File: src/rtl/snv_pkg.sv
// Package: shared constants and the reflected CRC-8 byte step.
// Assumes bytes are shifted in least significant bit first.
package snv_pkg;
    localparam int BYTE_W = 8;

    // One byte through a reflected CRC-8, one bit per loop pass.
    function automatic logic [BYTE_W-1:0] crc_refl_byte(
        input logic [BYTE_W-1:0] crc_in,
        input logic [BYTE_W-1:0] data,
        input logic [BYTE_W-1:0] poly_refl
    );
        logic [BYTE_W-1:0] c;
        logic              fb;
        c = crc_in;
        for (int i = 0; i < BYTE_W; i++) begin
            fb = c[0] ^ data[i];
            c  = c >> 1;
            if (fb) c = c ^ poly_refl;
        end
        return c;
    endfunction
endpackage

File: src/rtl/snv_byte_tracker.sv
// Module: tracks the byte position within a frame.
// Assumes sof_i resets the position and that a byte valid with sof_i is byte 0.
// Outputs the effective slot of the current byte and whether it is accepted.
module snv_byte_tracker #(
    parameter int FRAME_BYTES = 8,
    localparam int IDX_W = $clog2(FRAME_BYTES + 1)
) (
    input  logic             clk,
    input  logic             rst_n,
    input  logic             sof_i,
    input  logic             valid_i,
    output logic             accept_o,
    output logic [IDX_W-1:0] slot_o
);
    localparam logic [IDX_W-1:0] FULL = IDX_W'(FRAME_BYTES);

    logic [IDX_W-1:0] cnt_q;

    // Effective slot and acceptance, with sof_i overriding the stored count.
    always_comb begin
        slot_o   = sof_i ? '0 : cnt_q;
        accept_o = valid_i && (sof_i || (cnt_q < FULL));
    end

    // Count accepted bytes, restarting on sof_i.
    always_ff @(posedge clk) begin
        if (!rst_n)         cnt_q <= '0;
        else if (sof_i)     cnt_q <= valid_i ? IDX_W'(1) : '0;
        else if (accept_o)  cnt_q <= cnt_q + IDX_W'(1);
    end

    // the position never runs past the frame length.
    a_r2_count_bounded: assert property (@(posedge clk) disable iff (!rst_n)
        cnt_q <= FULL);

    // once the frame is full, bytes without sof_i do not move the count.
    a_r7_full_holds: assert property (@(posedge clk) disable iff (!rst_n)
        (cnt_q == FULL && !sof_i) |=> cnt_q == FULL);
endmodule

File: src/rtl/snv_crc8.sv
// Module: running reflected CRC-8 over accepted bytes.
// Assumes clear_i restarts at INIT, and an update in the same cycle starts from INIT.
module snv_crc8 #(
    parameter logic [7:0] POLY_REFL = 8'h8C,
    parameter logic [7:0] INIT      = 8'h00
) (
    input  logic       clk,
    input  logic       rst_n,
    input  logic       clear_i,
    input  logic       update_i,
    input  logic [7:0] data_i,
    output logic [7:0] crc_o
);
    import snv_pkg::*;

    logic [7:0] crc_q;
    logic [7:0] base;

    // Start point for this cycle's byte.
    always_comb base = clear_i ? INIT : crc_q;

    // Hold, clear or advance the CRC state.
    always_ff @(posedge clk) begin
        if (!rst_n)        crc_q <= INIT;
        else if (update_i) crc_q <= crc_refl_byte(base, data_i, POLY_REFL);
        else if (clear_i)  crc_q <= INIT;
    end

    assign crc_o = crc_q;

    // with no byte and no clear, the state does not move.
    a_r5_crc_idle_stable: assert property (@(posedge clk) disable iff (!rst_n)
        (!update_i && !clear_i) |=> $stable(crc_q));

    // a clear without a byte returns the state to INIT.
    a_r8_crc_clear: assert property (@(posedge clk) disable iff (!rst_n)
        (clear_i && !update_i) |=> crc_q == INIT);
endmodule

File: src/rtl/snv_uid_capture.sv
// Module: captures the middle bytes of the frame into a wide register.
// Assumes slot 1 is the most significant byte and the last middle slot is the least.
module snv_uid_capture #(
    parameter int UID_BYTES = 6,
    parameter int IDX_W     = 4,
    localparam int UID_W    = UID_BYTES * 8
) (
    input  logic             clk,
    input  logic             rst_n,
    input  logic             clear_i,
    input  logic             accept_i,
    input  logic [IDX_W-1:0] slot_i,
    input  logic [7:0]       data_i,
    output logic [UID_W-1:0] uid_o
);
    for (genvar k = 0; k < UID_BYTES; k++) begin : g_field
        localparam logic [IDX_W-1:0] MY_SLOT = IDX_W'(k + 1);
        localparam int               LSB     = (UID_BYTES - 1 - k) * 8;
        logic [7:0] field_q;

        // Load this field when its slot arrives, and clear it on start.
        always_ff @(posedge clk) begin
            if (!rst_n)                            field_q <= '0;
            else if (accept_i && slot_i == MY_SLOT) field_q <= data_i;
            else if (clear_i)                      field_q <= '0;
        end

        assign uid_o[LSB +: 8] = field_q;
    end

    // the captured value moves only when a byte is accepted or a clear comes.
    a_r4_uid_holds: assert property (@(posedge clk) disable iff (!rst_n)
        (!accept_i && !clear_i) |=> $stable(uid_o));
endmodule

File: src/rtl/snv_validator.sv
// Module: top of the serial number frame validator.
// Checks the identifier in byte 0, captures bytes 1..6, and compares byte 7
// with the CRC of bytes 0..6. Assumes an upstream source delivers the bytes in order.
module snv_validator #(
    parameter int         FRAME_BYTES = 8,
    parameter logic [7:0] ID_VALUE    = 8'hA0,
    parameter logic [7:0] POLY_REFL   = 8'h8C,
    parameter logic [7:0] CRC_INIT    = 8'h00,
    localparam int        UID_BYTES   = FRAME_BYTES - 2,
    localparam int        UID_W       = UID_BYTES * 8
) (
    input  logic             clk,
    input  logic             rst_n,
    input  logic             sof_i,
    input  logic             byte_valid_i,
    input  logic [7:0]       byte_i,
    output logic             done_o,
    output logic             id_ok_o,
    output logic             crc_ok_o,
    output logic [UID_W-1:0] uid_o
);
    localparam int               IDX_W     = $clog2(FRAME_BYTES + 1);
    localparam logic [IDX_W-1:0] LAST_SLOT = IDX_W'(FRAME_BYTES - 1);

    logic             accept;
    logic [IDX_W-1:0] slot;
    logic [7:0]       crc_cur;
    logic             crc_upd;
    logic             is_last;
    logic             done_q, id_ok_q, crc_ok_q;

    snv_byte_tracker #(.FRAME_BYTES(FRAME_BYTES)) u_track (
        .clk(clk), .rst_n(rst_n), .sof_i(sof_i), .valid_i(byte_valid_i),
        .accept_o(accept), .slot_o(slot)
    );

    // Bytes before the last one feed the CRC.
    always_comb begin
        is_last = accept && (slot == LAST_SLOT);
        crc_upd = accept && (slot < LAST_SLOT);
    end

    snv_crc8 #(.POLY_REFL(POLY_REFL), .INIT(CRC_INIT)) u_crc (
        .clk(clk), .rst_n(rst_n), .clear_i(sof_i), .update_i(crc_upd),
        .data_i(byte_i), .crc_o(crc_cur)
    );

    snv_uid_capture #(.UID_BYTES(UID_BYTES), .IDX_W(IDX_W)) u_uid (
        .clk(clk), .rst_n(rst_n), .clear_i(sof_i), .accept_i(accept),
        .slot_i(slot), .data_i(byte_i), .uid_o(uid_o)
    );

    // Identifier verdict, set on byte 0 and cleared on start.
    always_ff @(posedge clk) begin
        if (!rst_n)                     id_ok_q <= 1'b0;
        else if (accept && slot == '0)  id_ok_q <= (byte_i == ID_VALUE);
        else if (sof_i)                 id_ok_q <= 1'b0;
    end

    // CRC verdict, set on the last byte and cleared on start.
    always_ff @(posedge clk) begin
        if (!rst_n)       crc_ok_q <= 1'b0;
        else if (sof_i)   crc_ok_q <= 1'b0;
        else if (is_last) crc_ok_q <= (crc_cur == byte_i);
    end

    // Completion pulse for the cycle after the last byte.
    always_ff @(posedge clk) begin
        if (!rst_n) done_q <= 1'b0;
        else        done_q <= is_last;
    end

    assign done_o   = done_q;
    assign id_ok_o  = id_ok_q;
    assign crc_ok_o = crc_ok_q;

    // the completion pulse lasts a single cycle.
    a_r6_done_single: assert property (@(posedge clk) disable iff (!rst_n)
        done_o |=> !done_o);

    // the CRC verdict can only rise together with completion.
    a_r5_crc_rise_at_done: assert property (@(posedge clk) disable iff (!rst_n)
        $rose(crc_ok_o) |-> done_o);

    // a start with no byte clears both flags and the captured value.
    a_r8_sof_clears: assert property (@(posedge clk) disable iff (!rst_n)
        (sof_i && !byte_valid_i) |=> (!id_ok_o && !crc_ok_o && uid_o == '0));

    // without a start or a byte, the flags hold.
    a_r9_flags_hold: assert property (@(posedge clk) disable iff (!rst_n)
        (!sof_i && !byte_valid_i) |=> ($stable(id_ok_o) && $stable(crc_ok_o)));
endmodule

File: config.mk
export PLATFORM = sky130hd
export DESIGN_NAME = snv_validator
export DESIGN_NICKNAME = d
export VERILOG_FILES = /design/src/rtl/snv_pkg.sv /design/src/rtl/snv_byte_tracker.sv /design/src/rtl/snv_crc8.sv /design/src/rtl/snv_uid_capture.sv /design/src/rtl/snv_validator.sv
export SDC_FILE = /design/constraint.sdc
export NUM_CORES = 1
export LEC_CHECK = 0
export BUFFER_PORTS_ARGS = -buffer_cell sky130_fd_sc_hd__buf_2
export CAP_MARGIN = 20
export CORE_MARGIN = 2
export CORE_UTILIZATION = 45
export CTS_CLUSTER_SIZE = 40
export DETAILED_ROUTE_END_ITERATION = 7
export PLACE_DENSITY_LB_ADDON = 0.2
export REMOVE_ABC_BUFFERS = 1
export SYNTH_ARGS = -nofsm -noshare
export SYNTH_HDL_FRONTEND = slang
export SYNTH_SLANG_ARGS = --single-unit
export TNS_END_PERCENT = 1
File: constraint.sdc
create_clock -name clk -period 5.7 [get_ports clk]
set_input_delay 0.285 -clock clk [delete_from_list [all_inputs] [get_ports clk]]
set_output_delay 0.285 -clock clk [all_outputs]
set_load 0.05 [all_outputs]
# ---- Yosys cells after proc, flatten, opt, wreduce, memory -nomap -nowiden
# Index checks and enable logic that the tools add are counted.
dict set report word_totals {
  ff_bits 63
  latchBits 0
  mem_bits_rw 0
  mem_bits_ro 0
  inputBits 12
  output_inout_bits 51
  elab_cells 98
  n_memories 0
}
dict set report op_classes {
  add_sub_neg 1
  multipliers 0
  div_mod_pow 0
  order_cmp 2
  n_eq_ne 9
  shift 0
  mux 37
  bitwise 17
  reduce_logical 21
}
# op n
set ops {}
lappend ops {{2-to-1 mux 8 bit} 31}
lappend ops {{inverter 2 -> 3 bit} 8}
lappend ops {{== test 4 x 3 -> 1 bit (second input constant)} 4}
lappend ops {{nonzero test 2 bit} 8}
lappend ops {{2-to-1 mux 4 bit} 3}
lappend ops {{logical AND 1 bit} 10}
lappend ops {{== test 4 x 2 -> 1 bit (second input constant)} 2}
lappend ops {{== test 8 bit} 1}
lappend ops {{== test 8 bit (second input constant)} 1}
lappend ops {{bitwise XOR 1 bit} 8}
lappend ops {{adder 4 x 1 -> 4 bit (second input constant)} 1}
lappend ops {{== test 4 x 1 -> 1 bit (second input constant)} 1}
lappend ops {{zero test 4 bit} 1}
lappend ops {{< comparator 4 x 3 -> 1 bit (second input constant)} 1}
lappend ops {{< comparator 4 bit (second input constant)} 1}
lappend ops {{2-to-1 mux 1 bit} 3}
lappend ops {{OR reduction 2 bit} 1}
lappend ops {{logical OR 1 bit} 1}
lappend ops {{inverter 1 bit} 1}

# ---- Longest topological paths before layout
# Gate-level depths: netlist (run 1).
dict set report logic_depth {
  word_depth 33
  ltp_mapped 7
  mapped_depth_nobuf 6
}

# ---- By module
# From an unflattened synthesis (run 1), not the netlist that was laid out.
dict set report unflattened {
  cells_unflattened 316
  hier_area_um2 3230.6
}
# module instances cells_per_inst area_per_inst_um2 seq_area_each_um2
set by_module_without_submodules {}
lappend by_module_without_submodules {snv_uid_capture 1 177 1970.6 960.9}
lappend by_module_without_submodules {snv_crc8 1 87 787.0 160.2}
lappend by_module_without_submodules {snv_validator 1 29 256.5 60.1}
lappend by_module_without_submodules {snv_byte_tracker 1 23 216.5 80.1}

# ---- Worst setup path before layout (run 1)
# OpenSTA, ideal clock, no wires.
dict set report synth_path {
  path_kind {flip-flop to flip-flop}
  from {reg u_crc.crc_q[1] (netlist: u_crc.crc_o[1])}
  to {reg u_crc.crc_q[2] (netlist: u_crc.crc_o[2])}
  t_arrival_ps 1746
  path_slack_ps 3828
  path_stages_with_launch 7
  path_buffers 0
  cell_sequence {dfxtp_1 nor2b_4 xnor3_2 xnor3_2 xor2_1 o2111ai_1 o31ai_1}
}
dict set report synth_between {
  elab_chain_cells 27
}
# element line_no
set synth_lines {}
lappend synth_lines {{start, declared} snv_crc8.sv:16} ;# logic [7:0] crc_q;
lappend synth_lines {{start signal, assigned} snv_crc8.sv:25} ;# else if (update_i) crc_q <= crc_refl_byte(base, data_i, POLY_REFL);
lappend synth_lines {{2-to-1 mux 8 bit} -}
lappend synth_lines {{2-to-1 mux 8 bit} snv_pkg.sv:18} ;# if (fb) c = c ^ poly_refl;
lappend synth_lines {{2-to-1 mux 8 bit} snv_crc8.sv:25}
lappend synth_lines {{2-to-1 mux 8 bit} snv_crc8.sv:24} ;# if (!rst_n) crc_q <= INIT;
lappend synth_lines {{bitwise XOR 1 bit} snv_pkg.sv:16} ;# fb = c[0] ^ data[i];
lappend synth_lines {{2-to-1 mux 8 bit} snv_pkg.sv:18}
lappend synth_lines {{2-to-1 mux 8 bit} snv_crc8.sv:25}
lappend synth_lines {{2-to-1 mux 8 bit} snv_crc8.sv:24}
lappend synth_lines {{(+11 left out)} -}
lappend synth_lines {{2-to-1 mux 8 bit} snv_crc8.sv:25}
lappend synth_lines {{2-to-1 mux 8 bit} snv_crc8.sv:24}
lappend synth_lines {{2-to-1 mux 8 bit} snv_pkg.sv:18}
lappend synth_lines {{2-to-1 mux 8 bit} snv_crc8.sv:25}
lappend synth_lines {{2-to-1 mux 8 bit} snv_crc8.sv:24}
lappend synth_lines {{bitwise XOR 1 bit} snv_pkg.sv:16}
lappend synth_lines {{2-to-1 mux 8 bit} snv_pkg.sv:18}
lappend synth_lines {{2-to-1 mux 8 bit} snv_crc8.sv:25}
# No other way between the ends. The select of a mux whose other input is x is not followed.
# A chain may end at the register's enable or synchronous reset.

# ---- Worst setup path after layout (run 1)
dict set report layout_path {
  from {reg u_track.cnt_q[0]}
  to {reg u_uid.g_field[0].field_q[1]}
}
dict set report layout_between {
  elab_chain_cells 5
  word_cells_on_any_way 8
  cone_classes {1 x order compare; 1 x eq/ne; 2 x mux; 4 x reduce/logical}
}
# element line_no
set layout_lines {}
lappend layout_lines {{start, declared} snv_byte_tracker.sv:17} ;# logic [IDX_W-1:0] cnt_q;
lappend layout_lines {{start signal, assigned} snv_byte_tracker.sv:28} ;# else if (sof_i) cnt_q <= valid_i ? IDX_W'(1) : '0;
lappend layout_lines {{start signal, assigned} snv_byte_tracker.sv:29} ;# else if (accept_o) cnt_q <= cnt_q + IDX_W'(1);
lappend layout_lines {{< comparator 4 bit} snv_byte_tracker.sv:22} ;# accept_o = valid_i && (sof_i || (cnt_q < FULL));
lappend layout_lines {{logical OR 1 bit} snv_byte_tracker.sv:22}
lappend layout_lines {{logical AND 1 bit} snv_byte_tracker.sv:22}
lappend layout_lines {{logical AND 1 bit (*)} snv_uid_capture.sv:24} ;# else if (accept_i && slot_i == MY_SLOT) field_q <= data_i;
lappend layout_lines {{2-to-1 mux 8 bit or nonzero test 2 bit (tied branches)} -}
lappend layout_lines {{end signal, assigned} snv_uid_capture.sv:24}
lappend layout_lines {{end, declared} snv_uid_capture.sv:19} ;# logic [7:0] field_q;
# Mark *: on every way between the ends. The rest lies on a longest branch, timed or not.

==> metrics.cfg, run 1 <==
[run_status]
status = finished clean

[global_routing]
grt_max_degree = 64
grt_first_pass_wirelength_um = 11900
grtUsageTotal_pct = 20.5
grt_overflow_total = 0
antenna_found_initial = 0
grt_pass1_vias = 2284

[final_layout]
drive_gt1_share_pct = 21.6
finalNetCount = 411
fin_area_um2 = 3560
n_antenna_cell = 0
area_growth_pct = 14.6
finalNonFillerCells = 483

[timing]
skew_ps = 5.63
relSlewSlack_pct = 39.2
drv_slew = 0
rsz0062_at_grt = false
period_share_pct = 36.6
tns_ps = 0
min_period_ps = 2080
clock.fmax_mhz = 480
worst_pin_slew_ps = 911
finalSetupViolCount = 0
fin_hold_ws_ps = 314
hold_violations = 0

[die]
std_cell_rows = 30
core_um2 = 6760
die_area_um2 = 7600
fp.dieH_um = 87.2
io-pin-count = 63
initial_core_util_pct = 46.1
die-width_um = 87.2

[power_and_ir_drop]
power_switching_w = 0.000338
seqPwrFrac_pct = 43.4
cellLeakagePower_nw = 1.43
clockPowerShare_pct = 32.5
p_int_w = 0.000804
combPwrFrac_pct = 24.1
netSwitchingFraction_pct = 29.6
p_per_area_nw_per_um2 = 320
peakVddDrop_uv = 185

[worst_setup_path]
start_kind = flip-flop
critical_path.most_common_cell = nor2b_1
worst-setup-path-type = reg2reg
crit_chain = nor2b_1, and2_1, nor3b_2, nor3b_1, a21oi_1, nor2b_1
end_kind = flip-flop
regToRegSetupSlack_ps = 3620
worstReg2RegStart = u_track.cnt_q[0]
worstPathRequired_ps = 5930
crit_start = u_track.cnt_q[0]
r2r-end = u_uid.g_field[0].field_q[1]
cp_slowest_cell = nor3b_2
slowest_delay_ps = 700
crit_fanout = 16
arrival_ps = 2320
reg2reg_depth = 6
crit_path_end = u_uid.g_field[0].field_q[1]

[clock_tree]
htreeDepth = 3
cts_buffers = 9
cts_resized = 0
cts_hold_buf = 0
cts_tree = done
cts_root_buf = clkbuf_8
clockBufferDepth = 2
clk_latency_ps = 340
cts.clk_slew.worst_paths_ps = 70
clock_sinks = 63
cts_setup_buffers = 0

[placed_design]
port_buffers = 62
dp.cells = 467
routabilityCongestion = 0.809
placed_cell_area_um2 = 3370
dp_hpwl_um = 4690

[route]
drc_errors = 0
totalWireLength_um = 7460
vias = 2517
vias_per_cell = 5.21
ant_nets = 0
drt_iter0_drc = 128
first_pass_iters = 4
wl_per_cell_um = 15.5

[min_path]
hold_start = byte_i[7]
hold_class = in2reg

[synth]
async_flop_share_pct = 0
ys_ff_latch = 63
postSynthAreaPerCell_um2 = 8.72
syn_inst = 357
synth_cell_type_count = 44
ys.flop_type = dfxtp_1
ys_seq_area_share_pct = 40.5
ys_warn_count = 0
synth_area_um2 = 3110
synth_edf_count = 0

[flow_run]
drv_cap = 0

[power by group through the flow]
stage | combinational [W] | clock (W) | sequential (W)
2_1_floorplan | 0.000218 | 0 | 0.000500
3_3_place_gp | 0.000269 | 0 | 0.000506
3_5_place_dp | 0.000273 | 0 | 0.000505
4_1_cts | 0.000276 | 0.000382 | 0.000495
5_1_grt | 0.000300 | 0.000403 | 0.000499
6_report | 0.000275 | 0.000371 | 0.000495
[worst max-delay path, delay by kind of cell (launching register included)]
family / cells / cell delay [ps]
flip-flops: 1 / 450
AO/OA/AOI/OAI: 1 / 150
AND/OR/NAND/NOR: 5 / 1360
[cell usage in the layout, fill, tap and decap left out, drive strengths merged, types with 12 or more instances in the layout]
cell type  instances
xor2              12
clkbuf            12
nand2             51
nand3             46
a21boi            43
dfxtp             63
buf               64
nor2b             14
xnor2             12
[stage by stage]
step,power (W),setup slack (ps),util (%)
3_5_place_dp,0.000779,3480,49.9
3_3_place_gp,0.000775,3520,49.9
6_report,0.00114,3620,52.8
2_1_floorplan,0.000718,3800,-
4_1_cts,0.00115,3630,52.8
5_1_grt,0.00120,3340,52.8
[synth_stat cells (3+ instances only)]
master     count  area, um2
a21boi_0      39        293
a21boi_1       4       30.0
a21oi_1       10       50.1
and2_1         6       37.5
and3_1         3       18.8
buf_2         10       50.1
buf_4          3       22.5
clkbuf_1      19       71.3
dfxtp_1       63       1260
inv_1          3       11.3
nand2_1       51        191
nand3_1       46        230
nor2_1         9       33.8
nor2b_1       13       81.3
nor3b_1        8       60.1
nor4_1         4       25.0
o2111ai_1      4       35.0
o21ai_0        7       35.0
xnor2_1       10       87.6
xor2_1        12        105
[flip-flops by register name, indices dropped and copies added, names as in the netlist]
signal and flops:
u_uid.g_field.field_q 48, done_o 1, u_track.cnt_q 4, u_crc.crc_o 8, id_ok_o 1, crc_ok_o 1
[cells by family after synthesis]
logic type,count (synthesis),synth area share (%)
AND/OR/NAND/NOR,151,24.7
AO/OA/AOI/OAI,73,16.2
flip-flops,63,40.5
buffers and inverters,37,5.71
XOR/XNOR,30,11.7
multiplexers,2,0.643
adder cells (fa/ha/maj),1,0.402
[layer usage]
| layer | global-route usage [%] | part of all wire [%] | vias up |
|---|---|---|---|
| met4 | 4.62 | 0.56 | 0 |
| li1 | - | - | 1297 |
| met1 | 29.0 | 49 | 1149 |
| met3 | 6.07 | 5.1 | 5 |
| met5 | 0 | 0 | - |
| met2 | 30.9 | 45 | 66 |
[final cells by class]
type	instances	area, um2
well taps	80	100
multi-input cells	257	1670
fillers	659	3190
clock inverters	4	28.8
inverters	3	11.3
flip-flops and latches	63	1260
clock buffers	12	165
repair buffers	64	325
[worst min-delay path by stage]
stage | endpoint | slack (ps) | depth (start not counted)
floorplan | done_o | 410 | 1
global placement | u_uid.g_field[1].field_q[3] | 460 | 2
detailed placement | u_uid.g_field[1].field_q[3] | 470 | 2
CTS | u_track.cnt_q[0] | 290 | 3
global route | u_uid.g_field[1].field_q[7] | 300 | 3
finish | u_uid.g_field[1].field_q[7] | 310 | 3
Note: power is estimated with default switching activity, not from simulation.
==> run 2: changes to the inputs <==
ABC_AREA = 1   (was not set)
clock period = 1.75 ns   (was 5.7 ns; I/O delays follow)
==> run 2 against run 1 <==
  * Sequential power grew to 3.0 times the previous value
  * Synthesized cell count is 17% higher
  * Clock power grew to 3.3 times the previous value
  * Clock skew fell by 1.0 ps
  * Register-to-register slack got worse by 3500 ps
  * Total power rose to 2.8 times the previous value
  * Global-route usage up 2.5 points
  * Utilization up 3.9 points
  * Sequential share of layout area down 2.3 points
  * Final area up 7.3%
  * Non-clock buffer count rose by 24
  * Maximum frequency is 30% higher
  * Critical endpoint is now u_uid.g_field[4].field_q[2]
  * Largest cell class unchanged
==> metrics.cfg, run 2 <==
[worst_setup_path]
worstReg2RegStart = u_track.cnt_q[2]
cp_slowest_cell = dfxtp_1
regToRegSetupSlack_ps = 140  ; -3470 ps
worstPathRequired_ps = 1960  ; -3970 ps
crit_fanout = 8  ; -8
worst-setup-path-type = reg2reg
slowest_delay_ps = 330  ; -370 ps
end_kind = flip-flop
start_kind = flip-flop
arrival_ps = 1820  ; -500 ps
critical_path.most_common_cell = nand2_1
crit_chain = inv_1, nor2_1, nand2_1, nor2_4, nand2_1, nand3_1, a21oi_1
reg2reg_depth = 7  ; +1
r2r-end = u_uid.g_field[4].field_q[2]

[min_path]
whs_endpoint = u_track.cnt_q[2]
hold_class = in2reg
hold_depth = 4  ; +1
hold_start = sof_i

[global_routing]
grt_overflow_total = 0  ; unchanged
grt_first_pass_wirelength_um = 13600  ; +14%
grt_max_degree = 34  ; -47%
grtUsageTotal_pct = 23.0  ; +2.5 points
antenna_found_initial = 0  ; unchanged
grt_pass1_vias = 2734  ; +20%

[die]
die-width_um = 87.5  ; +0.34%
std_cell_rows = 30  ; unchanged
die_area_um2 = 7650  ; +0.69%
core_um2 = 6760  ; unchanged
io-pin-count = 63  ; unchanged
fp.dieH_um = 87.5  ; +0.34%
initial_core_util_pct = 46.4  ; +0.33 points

[flow_run]
drv_cap = 0  ; unchanged

[final_layout]
n_antenna_cell = 0  ; unchanged
final_common_cell = nand3_1
regMostFlops = u_uid.g_field.field_q
final_cell_mix = 111 x nand3_1, 62 x dfxtp_1, 62 x buf_2
area_growth_pct = 22.1
finalNetCount = 502  ; +22%
utilization_pct = 56.6  ; +3.9 points
largest_reg_flops = 48  ; unchanged
fin_area_um2 = 3830  ; +7.3%
fill_cells = 653  ; -0.91%
drive_gt1_share_pct = 28.5  ; +7.0 points

[timing]
clock.fmax_mhz = 622  ; +30%
tns_ps = 0  ; unchanged
hold_violations = 0  ; unchanged
worst_pin_slew_ps = 385  ; -526 ps
period_share_pct = 91.8  ; +55 points
relSlewSlack_pct = 74.2  ; +35 points
min_period_ps = 1610  ; -478 ps
skew_ps = 4.60  ; -1.04 ps
drv_slew = 0  ; unchanged
rsz0062_at_grt = true
finalSetupViolCount = 0  ; unchanged

[power_and_ir_drop]
peakVddDrop_uv = 362  ; +96%
cellLeakagePower_nw = 1.74  ; +22%
seqPwrFrac_pct = 45.9  ; +2.5 points
power_switching_w = 0.000947  ; +180%
clockPowerShare_pct = 38.1  ; +5.6 points
combPwrFrac_pct = 16.0  ; -8.1 points
p_int_w = 0.00230  ; +190%
p_per_area_nw_per_um2 = 848  ; +160%
netSwitchingFraction_pct = 29.2  ; -0.41 points

[route]
wl_per_cell_um = 15.0  ; -3.0%
drc_errors = 0  ; unchanged
drt_iter0_drc = 203  ; +59%
vias = 3152  ; +25%
totalWireLength_um = 8600  ; +15%
ant_nets = 0  ; unchanged
vias_per_cell = 5.49  ; +5.4%
first_pass_iters = 5  ; +1

[synth]
synthTopCellsByCount = 111 x nand3_1, 63 x dfxtp_1, 59 x a21oi_1
ys_ff_latch = 63  ; unchanged
synth_top_area_share_pct = 40.2  ; -0.29 points
ys_seq_area_share_pct = 40.2  ; -0.29 points
syn_inst = 418  ; +17%
synth_top_area_cell = dfxtp_1
synth_cell_type_count = 31  ; -30%
async_flop_share_pct = 0  ; unchanged
synth_edf_count = 0  ; unchanged
yosysMostFrequentCell = nand3_1
postSynthAreaPerCell_um2 = 7.50  ; -14%
ys_warn_count = 0  ; unchanged
synth_area_um2 = 3130  ; +0.72%
ys.flop_type = dfxtp_1
netlist_top_cells_area = dfxtp_1 40%, nand3_1 18%, a21oi_1 9.4%, nand2_1 5.9%, nand2_2 2.8%

[placed_design]
routabilityCongestion = 0.819  ; +1.2%
placed_cell_area_um2 = 3610  ; +7.1%
port_buffers = 62  ; unchanged
dp_hpwl_um = 5870  ; +25%

[clock_tree]
cts_setup_buffers = 0  ; unchanged
clockBufferDepth = 2  ; unchanged
cts_buffers = 9  ; unchanged
clock_sinks = 63  ; unchanged
clk_latency_ps = 330  ; about the same
htreeDepth = 3  ; unchanged
cts.clk_slew.worst_paths_ps = 70  ; about the same
cts_root_buf = clkbuf_8
cts_tree = done

[run_status]
status = finished clean

[run 2: worst max path at each step]
stage	startpoint	end	cells past startpoint
4_1_cts	u_crc.crc_o[0]	u_crc.crc_o[1]	11
5_1_grt	u_crc.crc_o[0]	u_crc.crc_o[2]	17
3_5_place_dp	sof_i	u_crc.crc_o[1]	13
6_report	u_track.cnt_q[2]	u_uid.g_field[4].field_q[2]	7
3_3_place_gp	sof_i	u_crc.crc_o[1]	13
2_1_floorplan	sof_i	u_uid.g_field[4].field_q[0]	6
[run 2: cell families after synthesis]
| kind of cell | count (synthesis) | share of synthesized area (%) |
|---|---|---|
| adders and majority gates | 1 | 0.399 |
| and+or+nand+nor | 216 | 35.2 |
| buffers and inverters | 57 | 8.22 |
| xor gates and xnor gates | 13 | 4.99 |
| AOI/OAI and AO/OA | 68 | 10.9 |
| DFF | 63 | 40.2 |
[run 2: cell type report]
type / instances / area [um2] / share of cell area, %
timing repair buffer: 88 / 533 / 13.9
multi-input combinational: 298 / 1630 / 42.6
sequential: 63 / 1260 / 33.1
tap: 80 / 100 / 2.62
clock buffer: 10 / 128 / 3.34
inverter: 29 / 109 / 2.84
clock inverter: 6 / 61.3 / 1.60
[run 2: layer usage]
layer / vias up / wire length [um] / global-route usage (%)
li1: 1570 / - / -
met1: 1441 / 3980 / 32.5
met2: 129 / 3920 / 34.9
met3: 12 / 590 / 4.55
met4: 0 / 111 / 7.83
met5: - / 0 / 0
[run 2: power by group through the flow]
stage,Combinational [W],Clock [W],Sequential (W)
finish,0.000519,0.00124,0.00149
global placement,0.000496,0,0.00152
CTS,0.000508,0.00126,0.00149
global route,0.000573,0.00134,0.00149
floorplan,0.000307,0,0.00154
detailed placement,0.000503,0,0.00152
[run 2: per-stage QoR]
step / power, W / setup slack [ps] / hold WS (ps) / std cells
global route: 0.00340 / -22.2 / 108 / 574
finish: 0.00324 / 143 / 113 / 574
CTS: 0.00326 / 89.1 / 92.8 / 574
detailed placement: 0.00202 / 76.6 / 344 / 557
floorplan: 0.00185 / -175 / 213 / 390
global placement: 0.00202 / 108 / 336 / 557
[run 2: timing repair]
| item | 4_1_cts | 5_1_grt |
|---|---|---|
| setup endpoints to repair | 0 | 19 |
| hold endpoints to repair | 1 | 0 |
| hold buffers | 1 | 0 |
| gates resized for setup | 0 | 6 |
[run 2: critical path: cells and delay by family, from the launching register on]
| family | cells | cell delay, ps |
|---|---|---|
| AO/OA/AOI/OAI | 1 | 80 |
| AND/OR/NAND/NOR | 5 | 1010 |
| flip-flops | 1 | 330 |
| buffers and inverters | 1 | 50 |
